### config.mk
export PLATFORM = sky130hd
export DESIGN_NAME = modaddr_gen
export DESIGN_NICKNAME = d
export VERILOG_FILES = /design/src/rtl/modaddr_pkg.sv /design/src/rtl/modaddr_bounds.sv /design/src/rtl/modaddr_chan.sv /design/src/rtl/modaddr_gen.sv
export SDC_FILE = /design/constraint.sdc
export NUM_CORES = 1
export LEC_CHECK = 0
export ABC_CLOCK_PERIOD_IN_PS = 3810
export BUFFER_PORTS_ARGS = -buffer_cell sky130_fd_sc_hd__buf_2
export CAP_MARGIN = 5
export CORE_UTILIZATION = 55
export DETAILED_ROUTE_END_ITERATION = 6
export PLACE_DENSITY = 0.82
export RECOVER_POWER = 50
export SYNTH_ARGS = -nofsm -noshare
export SYNTH_HDL_FRONTEND = slang
export SYNTH_SLANG_ARGS = --single-unit
### constraint.sdc
create_clock -name clk -period 3.81 [get_ports clk]
set_input_delay 0.9525 -clock clk [delete_from_list [all_inputs] [get_ports clk]]
set_output_delay 0.9525 -clock clk [all_outputs]
set_load 0.005 [all_outputs]
### src/rtl/modaddr_pkg.sv
package modaddr_pkg;
  typedef enum logic [1:0] {
    UPD_NONE  = 2'b00,
    UPD_INC2  = 2'b01,
    UPD_INDEX = 2'b10,
    UPD_HOLD  = 2'b11
  } upd_e;
endpackage

### src/rtl/modaddr_bounds.sv
module modaddr_bounds #(
  parameter int AW = 32,
  parameter int MW = 16
) (
  input  logic          clk,
  input  logic          rst,
  input  logic          bnd_we,
  input  logic [AW-1:0] bnd_wdata,
  input  logic          ena_we,
  input  logic          ena_x_d,
  input  logic          ena_y_d,
  output logic [MW-1:0] mod_end,
  output logic [MW-1:0] mod_start,
  output logic          en_x,
  output logic          en_y
);
  // end field sits in the upper field of the bounds word
  always_ff @(posedge clk) begin
    if (rst) begin
      mod_end   <= '0;
      mod_start <= '0;
    end else if (bnd_we) begin
      mod_end   <= bnd_wdata[2*MW-1:MW];
      mod_start <= bnd_wdata[MW-1:0];
    end
  end

  always_ff @(posedge clk) begin
    if (rst) begin
      en_x <= 1'b0;
      en_y <= 1'b0;
    end else if (ena_we) begin
      en_x <= ena_x_d;
      en_y <= ena_y_d;
    end
  end
endmodule

### src/rtl/modaddr_chan.sv
module modaddr_chan
  import modaddr_pkg::*;
#(
  parameter int AW   = 32,
  parameter int MW   = 16,
  parameter int STEP = 2
) (
  input  logic          clk,
  input  logic          rst,
  input  logic          in_vld,
  input  logic [AW-1:0] addr,
  input  logic [AW-1:0] idx,
  input  upd_e          op,
  input  logic          en,
  input  logic [MW-1:0] mod_end,
  input  logic [MW-1:0] mod_start,
  output logic          out_vld,
  output logic [AW-1:0] next_addr,
  output logic [MW-1:0] bus_addr
);
  logic [AW-1:0] stepped;
  logic [AW-1:0] folded;
  logic [AW-1:0] result;
  logic          updating;
  logic          hit;

  always_comb begin
    unique case (op)
      UPD_INC2:  stepped = addr + AW'(STEP);
      UPD_INDEX: stepped = addr + idx;
      default:   stepped = addr;
    endcase
  end

  assign updating = (op == UPD_INC2) || (op == UPD_INDEX);
  // bit 0 takes no part in the compare
  assign hit      = en && updating && (addr[MW-1:1] == mod_end[MW-1:1]);

  always_comb begin
    folded         = addr;
    folded[MW-1:1] = mod_start[MW-1:1];
  end

  assign result = hit ? folded : stepped;

  always_ff @(posedge clk) begin
    if (rst) begin
      out_vld   <= 1'b0;
      next_addr <= '0;
      bus_addr  <= '0;
    end else begin
      out_vld <= in_vld;
      if (in_vld) begin
        next_addr <= result;
        bus_addr  <= {addr[MW-1:1], 1'b0};
      end
    end
  end
endmodule

### src/rtl/modaddr_gen.sv
module modaddr_gen
  import modaddr_pkg::*;
#(
  parameter int AW   = 32,
  parameter int MW   = 16,
  parameter int STEP = 2
) (
  input  logic          clk,
  input  logic          rst,
  input  logic          bnd_we,
  input  logic [AW-1:0] bnd_wdata,
  input  logic          ena_we,
  input  logic          ena_x_d,
  input  logic          ena_y_d,
  input  logic          x_in_vld,
  input  logic [AW-1:0] x_addr,
  input  logic [AW-1:0] x_idx,
  input  logic [1:0]    x_op,
  input  logic          y_in_vld,
  input  logic [AW-1:0] y_addr,
  input  logic [AW-1:0] y_idx,
  input  logic [1:0]    y_op,
  output logic          x_out_vld,
  output logic [AW-1:0] x_next,
  output logic [MW-1:0] x_bus,
  output logic          y_out_vld,
  output logic [AW-1:0] y_next,
  output logic [MW-1:0] y_bus
);
  localparam int NCH = 2;

  logic [MW-1:0] mod_end;
  logic [MW-1:0] mod_start;
  logic          en_x;
  logic          en_y;

  logic          c_vld  [NCH];
  logic [AW-1:0] c_addr [NCH];
  logic [AW-1:0] c_idx  [NCH];
  upd_e          c_op   [NCH];
  logic          c_en   [NCH];
  logic          c_ovld [NCH];
  logic [AW-1:0] c_next [NCH];
  logic [MW-1:0] c_bus  [NCH];

  modaddr_bounds #(.AW(AW), .MW(MW)) u_bounds (
    .clk       (clk),
    .rst       (rst),
    .bnd_we    (bnd_we),
    .bnd_wdata (bnd_wdata),
    .ena_we    (ena_we),
    .ena_x_d   (ena_x_d),
    .ena_y_d   (ena_y_d),
    .mod_end   (mod_end),
    .mod_start (mod_start),
    .en_x      (en_x),
    .en_y      (en_y)
  );

  assign c_vld[0]  = x_in_vld;
  assign c_addr[0] = x_addr;
  assign c_idx[0]  = x_idx;
  assign c_op[0]   = upd_e'(x_op);
  assign c_en[0]   = en_x;
  assign c_vld[1]  = y_in_vld;
  assign c_addr[1] = y_addr;
  assign c_idx[1]  = y_idx;
  assign c_op[1]   = upd_e'(y_op);
  assign c_en[1]   = en_y;

  for (genvar c = 0; c < NCH; c++) begin : g_ch
    modaddr_chan #(.AW(AW), .MW(MW), .STEP(STEP)) u_chan (
      .clk       (clk),
      .rst       (rst),
      .in_vld    (c_vld[c]),
      .addr      (c_addr[c]),
      .idx       (c_idx[c]),
      .op        (c_op[c]),
      .en        (c_en[c]),
      .mod_end   (mod_end),
      .mod_start (mod_start),
      .out_vld   (c_ovld[c]),
      .next_addr (c_next[c]),
      .bus_addr  (c_bus[c])
    );
  end

  assign x_out_vld = c_ovld[0];
  assign x_next    = c_next[0];
  assign x_bus     = c_bus[0];
  assign y_out_vld = c_ovld[1];
  assign y_next    = c_next[1];
  assign y_bus     = c_bus[1];
endmodule

[Yosys cells after proc, flatten, opt, wreduce, memory -nomap -nowiden]
Cells that the tools add are included.
Operators by class
  $add $sub $neg: 4
  equal/unequal tests: 6
  multiplexer cells: 4
  reduce and logical (&&, ||, !) cells: 6
Operators by type and width (count)
  32-bit one-hot mux with 2 select lines: 2
  32-bit by 2-bit adder with 32-bit output (second input constant): 2
  32-bit adder: 2
  32-bit two-way mux: 2
  15-bit equality test: 2
  2-bit by 1-bit equality test with 1-bit output (second input constant): 2
  2-bit equality test (second input constant): 2
  1-bit logical AND: 4
  1-bit logical OR: 2
Word-level totals
  register bits: 130
  input port bits: 172
  output and inout bits: 98
  word-level logic and storage cells: 30

[Depth between registers and ports, before layout]
Gate-level depths: netlist (run 1).
  word-level depth: 5
  gate-level depth with buffers: 13
  depth with buffers taken out: 12

[Hierarchy]
From an unflattened synthesis (run 1), not the netlist that was laid out.
Second synthesis, totals
  cells, all modules: 1368
  area total of the unflattened synthesis: 10715.3 um^2
Modules (own cells, without submodules)
  modaddr_chan (g_ch[1].u_chan): instances 1, cells an instance 647, area each 4839.6 um^2, sequential area each 960.9 um^2
  modaddr_chan (g_ch[0].u_chan): instances 1, cells an instance 611, area each 4636.9 um^2, sequential area each 960.9 um^2
  modaddr_bounds: instances 1, cells an instance 110, area each 1238.7 um^2, sequential area each 680.7 um^2

[Least setup slack after synthesis (run 1)]
No wires, ideal clock.
  path kind: input -> register
  from: input port x_op[0]
  to: register g_ch[0].u_chan.next_addr[28]
  library setup time: 0.120 ns
  data arrival time: 3.185 ns
  required time: 3.690 ns
  path slack: 0.505 ns
  stages on the path: 11
  path buffers: 1
  cells stage by stage: inv_1 ha_1 buf_2 nand2b_1 nor4_1 nand4_2 and2_4 o21ai_0 nor4b_2 or3_1 a211o_1
On the way
  longest elaborated chain between the ends: 5
  elaborated cells between the ends (all ways): 7
  those cells by class: 2 x eq/ne; 2 x mux; 3 x reduce/logical
Ends and longest elaborated chain
  from (decl): RTL line modaddr_gen.sv:18  | input logic [1:0] x_op,
  2-bit by 1-bit equality test with 1-bit output / 2-bit equality test (equally long branches): RTL line modaddr_chan.sv:28, modaddr_chan.sv:35
  1-bit logical OR: RTL line modaddr_chan.sv:35  | assign updating = (op == UPD_INC2) || (op == UPD_INDEX);
  1-bit logical AND (2 in series): RTL line modaddr_chan.sv:37  | assign hit = en && updating && (addr[MW-1:1] == mod_end[MW-1:1]);
  32-bit two-way mux (*): RTL line modaddr_chan.sv:44  | assign result = hit ? folded : stepped;
  to (signal assigned): RTL line modaddr_chan.sv:54  | next_addr <= result;
  to (decl): RTL line modaddr_chan.sv:18  | output logic [AW-1:0] next_addr,
Every way passes the cells marked *; elsewhere a longest branch is shown, timed or not.
A chain may end at the register's enable or synchronous reset.

[Worst setup path in the final report (run 1)]
  from: input port y_addr[16]
  to: register g_ch[1].u_chan.next_addr[29]
On the way
  longest elaborated chain between the ends: 3
  elaborated cells between the ends (all ways): 4
  those cells by class: 2 x add/sub; 2 x mux
Ends and longest elaborated chain
  from (decl): RTL line modaddr_gen.sv:20  | input logic [AW-1:0] y_addr,
  32-bit adder / 32-bit by 2-bit adder with 32-bit output (equally long branches): RTL line modaddr_chan.sv:30, modaddr_chan.sv:29
  32-bit one-hot mux with 2 select lines (*): RTL line modaddr_chan.sv:28  | unique case (op)
  32-bit two-way mux (*): RTL line modaddr_chan.sv:44
  to (signal assigned): RTL line modaddr_chan.sv:54
  to (decl): RTL line modaddr_chan.sv:18
Marked as above.

==> run_results.csv, run 1 <==
group,metric,value,unit
die,die-area,20400,um^2
worst_setup_path,worstSetupEndpointType,"register",
worst_setup_path,arrival,3690,ps
timing,layout_setup_ws,405,ps
worst_setup_path,critPathMaxFanout,6,
clock_tree,cts_tree,"built",
clock_tree,clk_path_buf_depth,2,
synthesis,synth_top_cells_by_area,"dfxtp_1 23%, ha_1 7.8%, mux2i_1 7.0%",
routing,ant_nets,0,
timing,max_freq,294,MHz
clock_tree,htreeDepth,4,
timing,finalHoldViolCount,0,
place,routabilityCongestion,0.937,
timing,relSlewSlack,9.95,%
finish,syn2layout_area_growth,19.0,%
synthesis,avgSynthCellArea,7.65,um^2
clock_tree,clkTransAtPathRegs,70,ps
global_route,antenna_found_initial,2,
timing,setup_viol,0,
global_route,grt_util_all_layers,34.6,%
synthesis,synth_top_cell_by_area,"dfxtp_1",
synthesis,seq_area_frac_synth,23.4,%
routing,num_vias,11900,
worst_hold_path,hold_path_end,"g_ch[1].u_chan.next_addr[13]",
power,p_leak,5.89,nW
clock_tree,root_buffer,"clkbuf_16",
routing,wire_per_inst,18.4,um
global_route,grt_max_degree,66,
worst_setup_path,reg2reg_slack,1270,ps
timing,fin_crit,3410,ps
timing,holdWs,478,ps
finish,layout.nets,1909,
outcome,status,"finished clean",
worst_hold_path,hold-path-cell-count,2,
timing,worstMarginPinSlew,1350,ps
die,rows,51,
clock_tree,post_cts_buffers,0,
synthesis,synth_flop_cell,"dfxtp_1",
worst_setup_path,r2r-end,"g_ch[0].u_chan.next_addr[28]",
die,die_y,143,um
worst_setup_path,timing_worst_setup_path_type,"primary input to register",
worst_hold_path,hp-start,"g_ch[1].u_chan.next_addr[13]",
die,core,19500,um^2
synthesis,syn-instance-count,1428,
flow_run,drv_cap,0,
routing,drt-initial-drc-count,1328,
finish,fillers,1712,
worst_setup_path,cp.required,4100,ps
synthesis,synth_edf_count,0,
timing,setup_tns,0,ps
routing,routed_via_density,6.13,
clock_tree,cts-resized-gates,0,
power,power.density,344,nW/um^2
timing,clock-skew-final,13.2,ps
clock_tree,clock_sinks,128,
timing,rsz0062_at_grt,"no",
die,die_x,143,um
finish,fin_util,66.8,%
place,dpl.hpwl,27200,um
die,initial_core_util,56.2,%
power,peakVddDrop,0.328,mV
die,io_pins,270,
clock_tree,cts_hold_buf,0,
place,dp_cells,1913,
synthesis,ys_ff_latch,128,
worst_setup_path,start_kind,"primary input",
place,portBuffers,265,
routing,wl,35900,um
worst_setup_path,r2r_cells,9,
synthesis,yosysWarnings,0,
synthesis,ys_types,91,
place,preCtsSetupSlack,27.2,ps
clock_tree,clkLatencyLatePin,430,ps
global_route,grt_pass1_wl,54900,um
global_route,first_global_vias,10800,
routing,dr.pass1.iters,6,
synthesis,netlist.area_leader.share,23.4,%
worst_hold_path,hold_path.class,"register to register",
synthesis,async_flop_share,0,%
timing,timing.final.crit_share,89.4,%
clock_tree,cts_buffers,17,
synthesis,syn_area,10900,um^2
routing,drc,0,
timing,slew_viol_final,0,
worst_setup_path,cp-startpoint,"y_addr[16]",
finish,finalNonFillerCells,1947,
worst_setup_path,rr_startpoint,"u_bounds.mod_end[4]",
finish,drive_gt1_share,18.8,%
global_route,grt.overflow.total,0,
## cell families after synthesis
kind of cell,synth area share [%]
other,0.0343
adders and majority gates,8.15
and+or+nand+nor,22.5
xor gates and xnor gates,6.89
muxes,7.06
AOI/OAI and AO/OA,26.1
DFF,23.4
buffers and inverters,5.80
## placed cells by master (no fill, tap or decap), drive strengths merged, types with 16 or more instances in the layout
cell type / netlist / layout
a221oi: 19 / 19
ha: 68 / 68
nor3: 28 / 28
a211oi: 25 / 25
a21o: 34 / 34
a31oi: 16 / 16
dfxtp: 128 / 128
buf: 22 / 252
inv: 57 / 67
xnor2: 35 / 35
o21ai: 81 / 81
nor4: 19 / 19
nand3: 49 / 49
nand4: 21 / 21
xor2: 51 / 51
clkbuf: 69 / 75
o21a: 17 / 17
a21oi: 104 / 104
mux2i: 76 / 76
nor2: 189 / 189
and3: 20 / 20
nand2: 95 / 95
o211ai: 17 / 17
## registers in the layout (all words and copies together), names as in the netlist
register,cells
g_ch.u_chan.next_addr,64
g_ch.u_chan.bus_addr,30
u_bounds.mod_end,15
u_bounds.mod_start,15
g_ch.u_chan.out_vld,2
u_bounds.en_x,1
u_bounds.en_y,1
## critical path, cell delays in order
cell       delay (ps)
buf_2             140
ha_1              370
a21oi_1           260
o211ai_1          140
a221o_1           350
a211o_1           340
o211ai_1          230
a31oi_1           140
xor2_1            210
a221oi_1          120
a2111oi_0         440
## where the power goes
group | switching, mW | internal, mW | total, mW
combinational | 0.802 | 0.570 | 1.37
clock | 0.729 | 0.864 | 1.59
sequential | 0.0755 | 1.44 | 1.51
total | 1.61 | 2.87 | 4.48
## stage by stage
step                area, um^2  power [mW]
floorplan                10900        2.41
global placement         12500        2.86
detailed placement       12500        2.88
CTS                      13100        4.47
global route             13000        4.68
finish                   13000        4.48
## metal layers
layer	wire length (um)	GRT usage, %	vias up	part of all wire, %
li1	-	-	5751	-
met3	3470	5.97	97	9.7
met4	1360	16.0	0	3.8
met1	15000	45.2	5422	42
met5	0	0	-	0
met2	16100	55.2	667	45
## area by class of cell
class	instances	area (um^2)	area share [%]
Clock inverter	15	140	1.08
Antenna cell	2	5.00	0.0385
Multi-Input combinational cell	1153	7740	59.5
Clock buffer	17	425	3.27
Tap cell	265	332	2.55
Sequential cell	128	2560	19.7
Inverter	57	214	1.65
Timing Repair Buffer	310	1590	12.2
## Yosys cell counts, types with 6 or more instances
master / n
a211oi_1: 25
a21o_1: 33
a21oi_1: 104
a221o_1: 6
a221oi_1: 19
a311oi_1: 7
a31oi_1: 16
and2_1: 6
and3_1: 17
buf_2: 7
buf_6: 8
clkbuf_1: 67
dfxtp_1: 128
ha_1: 68
inv_1: 57
mux2i_1: 76
nand2_1: 94
nand2b_1: 15
nand3_1: 49
nand4_1: 18
nor2_1: 189
nor2b_1: 7
nor3_1: 26
nor3b_1: 12
nor4_1: 14
o211ai_1: 17
o21a_1: 17
o21ai_0: 74
o21ai_1: 7
o21bai_1: 8
o221ai_1: 11
o22ai_1: 9
o311ai_0: 9
o31ai_1: 7
or3_1: 8
xnor2_1: 35
xor2_1: 51
## worst max path at each step
stage,end
after floorplan,g_ch[0].u_chan.next_addr[28]
after CTS,g_ch[1].u_chan.next_addr[29]
final,g_ch[1].u_chan.next_addr[29]
after global placement,g_ch[1].u_chan.next_addr[29]
after detailed placement,g_ch[1].u_chan.next_addr[29]
after global routing,g_ch[1].u_chan.next_addr[29]
No activity file was read; power rests on OpenSTA's default activity.
==> inputs of run 2 (changes only) <==
- SYNTH_HIERARCHICAL: not set -> 1
- TNS_END_PERCENT: not set -> 20
==> run_results.csv, run 2 <==
group,metric,value,unit
outcome,status,"complete, but fails checks",
outcome,violations,"capacitance limit, slew limit",
finish,finalInstanceArea,12700,um^2
clock_tree,post_cts_buffers,0,
global_route,grt.overflow.total,0,
routing,ant_nets,0,
clock_tree,cts-resized-gates,0,
clock_tree,clkTransAtPathRegs,60,ps
power,p_comb_share,29.7,%
worst_setup_path,critPathMaxFanout,46,
finish,largestRegisters,"g_ch.u_chan/next_addr x64, g_ch.u_chan/bus_addr x30",
timing,holdWs,453,ps
worst_setup_path,r2r_cells,8,
synthesis,syn-instance-count,1362,
finish,layout.nets,1847,
clock_tree,clkLatencyLatePin,440,ps
routing,drc,0,
clock_tree,root_buffer,"clkbuf_16",
finish,fin_util,67.6,%
worst_setup_path,reg2reg_slack,1240,ps
worst_hold_path,hold_path.class,"register to register",
worst_hold_path,hold-path-cell-count,2,
die,initial_core_util,56.5,%
timing,setup_tns,0,ps
timing,rsz0062_at_grt,"no",
power,peakVddDrop,0.357,mV
routing,dr.pass1.iters,5,
timing,fin_crit,3340,ps
timing,timing.final.crit_share,87.7,%
finish,fillers,1632,
place,placed_cell_area,12200,um^2
worst_hold_path,hp-start,"g_ch[0].u_chan/next_addr[15]",
power,p_leak,5.77,nW
worst_setup_path,cp.required,4130,ps
synthesis,syn_area,10600,um^2
power,power.density,355,nW/um^2
timing,finalHoldViolCount,0,
global_route,grt_util_all_layers,35.7,%
global_route,grt_use_met1,45.2,%
die,io_pins,270,
worst_setup_path,worstSetupEndpointType,"register",
timing,slew_viol_final,40,
worst_setup_path,r2r-end,"g_ch[1].u_chan/next_addr[31]",
worst_setup_path,arrival,3660,ps
clock_tree,cts_buffers,17,
global_route,met2_usage,57.0,%
timing,worstMarginPinSlew,1750,ps
routing,wire_per_inst,19.2,um
global_route,antenna_found_initial,5,
worst_setup_path,slowest_stage,"clkbuf_1",
place,portBuffers,265,
synthesis,avgSynthCellArea,7.82,um^2
finish,layout_common_cells,"229 x buf_2, 154 x nor2_1, 128 x dfxtp_1",
clock_tree,htreeDepth,4,
worst_setup_path,start_kind,"primary input",
synthesis,syn_nets,1604,
timing,relSlewSlack,-16.6,%
worst_setup_path,max_stage_delay,1330,ps
die,die_y,141,um
finish,final_common_cell,"buf_2",
clock_tree,cts_hold_buf,0,
worst_setup_path,rr_startpoint,"u_bounds/mod_end[12]",
flow_run,drv_cap,1,
global_route,grt.busiest_layer,"met2",
power,clockPowerShare,37.1,%
power,p_sw,1.59,mW
worst_setup_path,timing_worst_setup_path_type,"primary input to register",
timing,clock-skew-final,11.1,ps
clock_tree,cts_tree,"built",
routing,drt-initial-drc-count,1121,
global_route,grt_use_met3,7.30,%
die,die_x,141,um
clock_tree,clk_path_buf_depth,2,
die,core,18800,um^2
power,sw_frac_of_total,35.3,%
routing,wl,36200,um
power,power.total,4.52,mW
power,p_int,2.92,mW
global_route,grt_pass1_wl,55600,um
routing,num_vias,11700,
finish,syn2layout_area_growth,19.6,%
die,rows,50,
place,dpl.hpwl,27100,um
finish,drive_gt1_share,21.0,%
clock_tree,clock_sinks,128,
die,die-area,19900,um^2
global_route,first_global_vias,10900,
finish,largest_reg_flops,64,
power,p_seq_share,33.2,%
finish,top_register,"g_ch.u_chan/next_addr",
routing,routed_via_density,6.24,
global_route,grt_max_degree,50,
worst_setup_path,worstPathCellList,"clkbuf_2 -> clkbuf_1 -> nor3_1 -> a311o_1",
place,routabilityCongestion,0.958,
worst_hold_path,hold_path_end,"g_ch[0].u_chan/next_addr[15]",
timing,setup_viol,0,
synthesis,yosysWarnings,6,
timing,max_freq,299,MHz
-- run 2: cell types whose count changed in the layout (fill, tap and decap cells not counted), sizes merged, moves of 6 or more --
cell	before	now
o21ai	81	69
nor3b	12	6
buf	252	269
clkbuf	75	54
nand2	95	119
nor2	189	154
a211oi	25	14
inv	67	53
o21a	17	10
xnor2	35	41
-- run 2: how the worst max path moves through the flow --
stage,to,cells after the start,slack [ps],start
final,g_ch[1].u_chan/next_addr[13],4,470,rst
after detailed placement,g_ch[0].u_chan/next_addr[26],13,140,x_addr[0]
after floorplan,g_ch[0].u_chan/next_addr[16],12,640,x_addr[0]
after global placement,g_ch[1].u_chan/next_addr[26],14,200,y_addr[0]
after CTS,g_ch[0].u_chan/next_addr[26],13,580,x_addr[0]
after global routing,g_ch[1].u_chan/next_addr[13],4,310,rst
-- run 2: routing by layer --
metal  routed length [um]  up-vias
li1                     -     5504
met1                14600     5459
met2                16300      650
met4                 1620        4
met3                 3540      122
met5                   23        -
-- run 2: worst max-delay path, delay by kind of cell --
kind | cells | cell delay [ps]
simple gates | 1 | 150
compound gates | 1 | 380
buf+inv | 2 | 2140
-- run 2: power groups by stage --
stage	registers [mW]	logic, mW	clock network (mW)
2_1_floorplan	1.52	0.857	0
3_3_place_gp	1.52	1.28	0
3_5_place_dp	1.53	1.31	0
4_1_cts	1.50	1.32	1.69
5_1_grt	1.51	1.45	1.74
6_report	1.50	1.34	1.68
-- run 2: layout make-up --
type / instances / area (um^2) / share of cell area, %
Antenna cell: 2 / 5.00 / 0.0393
Clock buffer: 17 / 425 / 3.34
Clock inverter: 15 / 165 / 1.30
Inverter: 44 / 165 / 1.30
Multi-Input combinational cell: 1108 / 7500 / 58.9
Sequential cell: 128 / 2560 / 20.1
Tap cell: 260 / 325 / 2.55
Timing Repair Buffer: 306 / 1580 / 12.4
-- run 2: metrics by stage --
stage | instances | worst slack, ps
floorplan | 1362 | 640
global placement | 1846 | 202
detailed placement | 1846 | 139
CTS | 1878 | 584
global route | 1879 | 314
finish | 1880 | 470
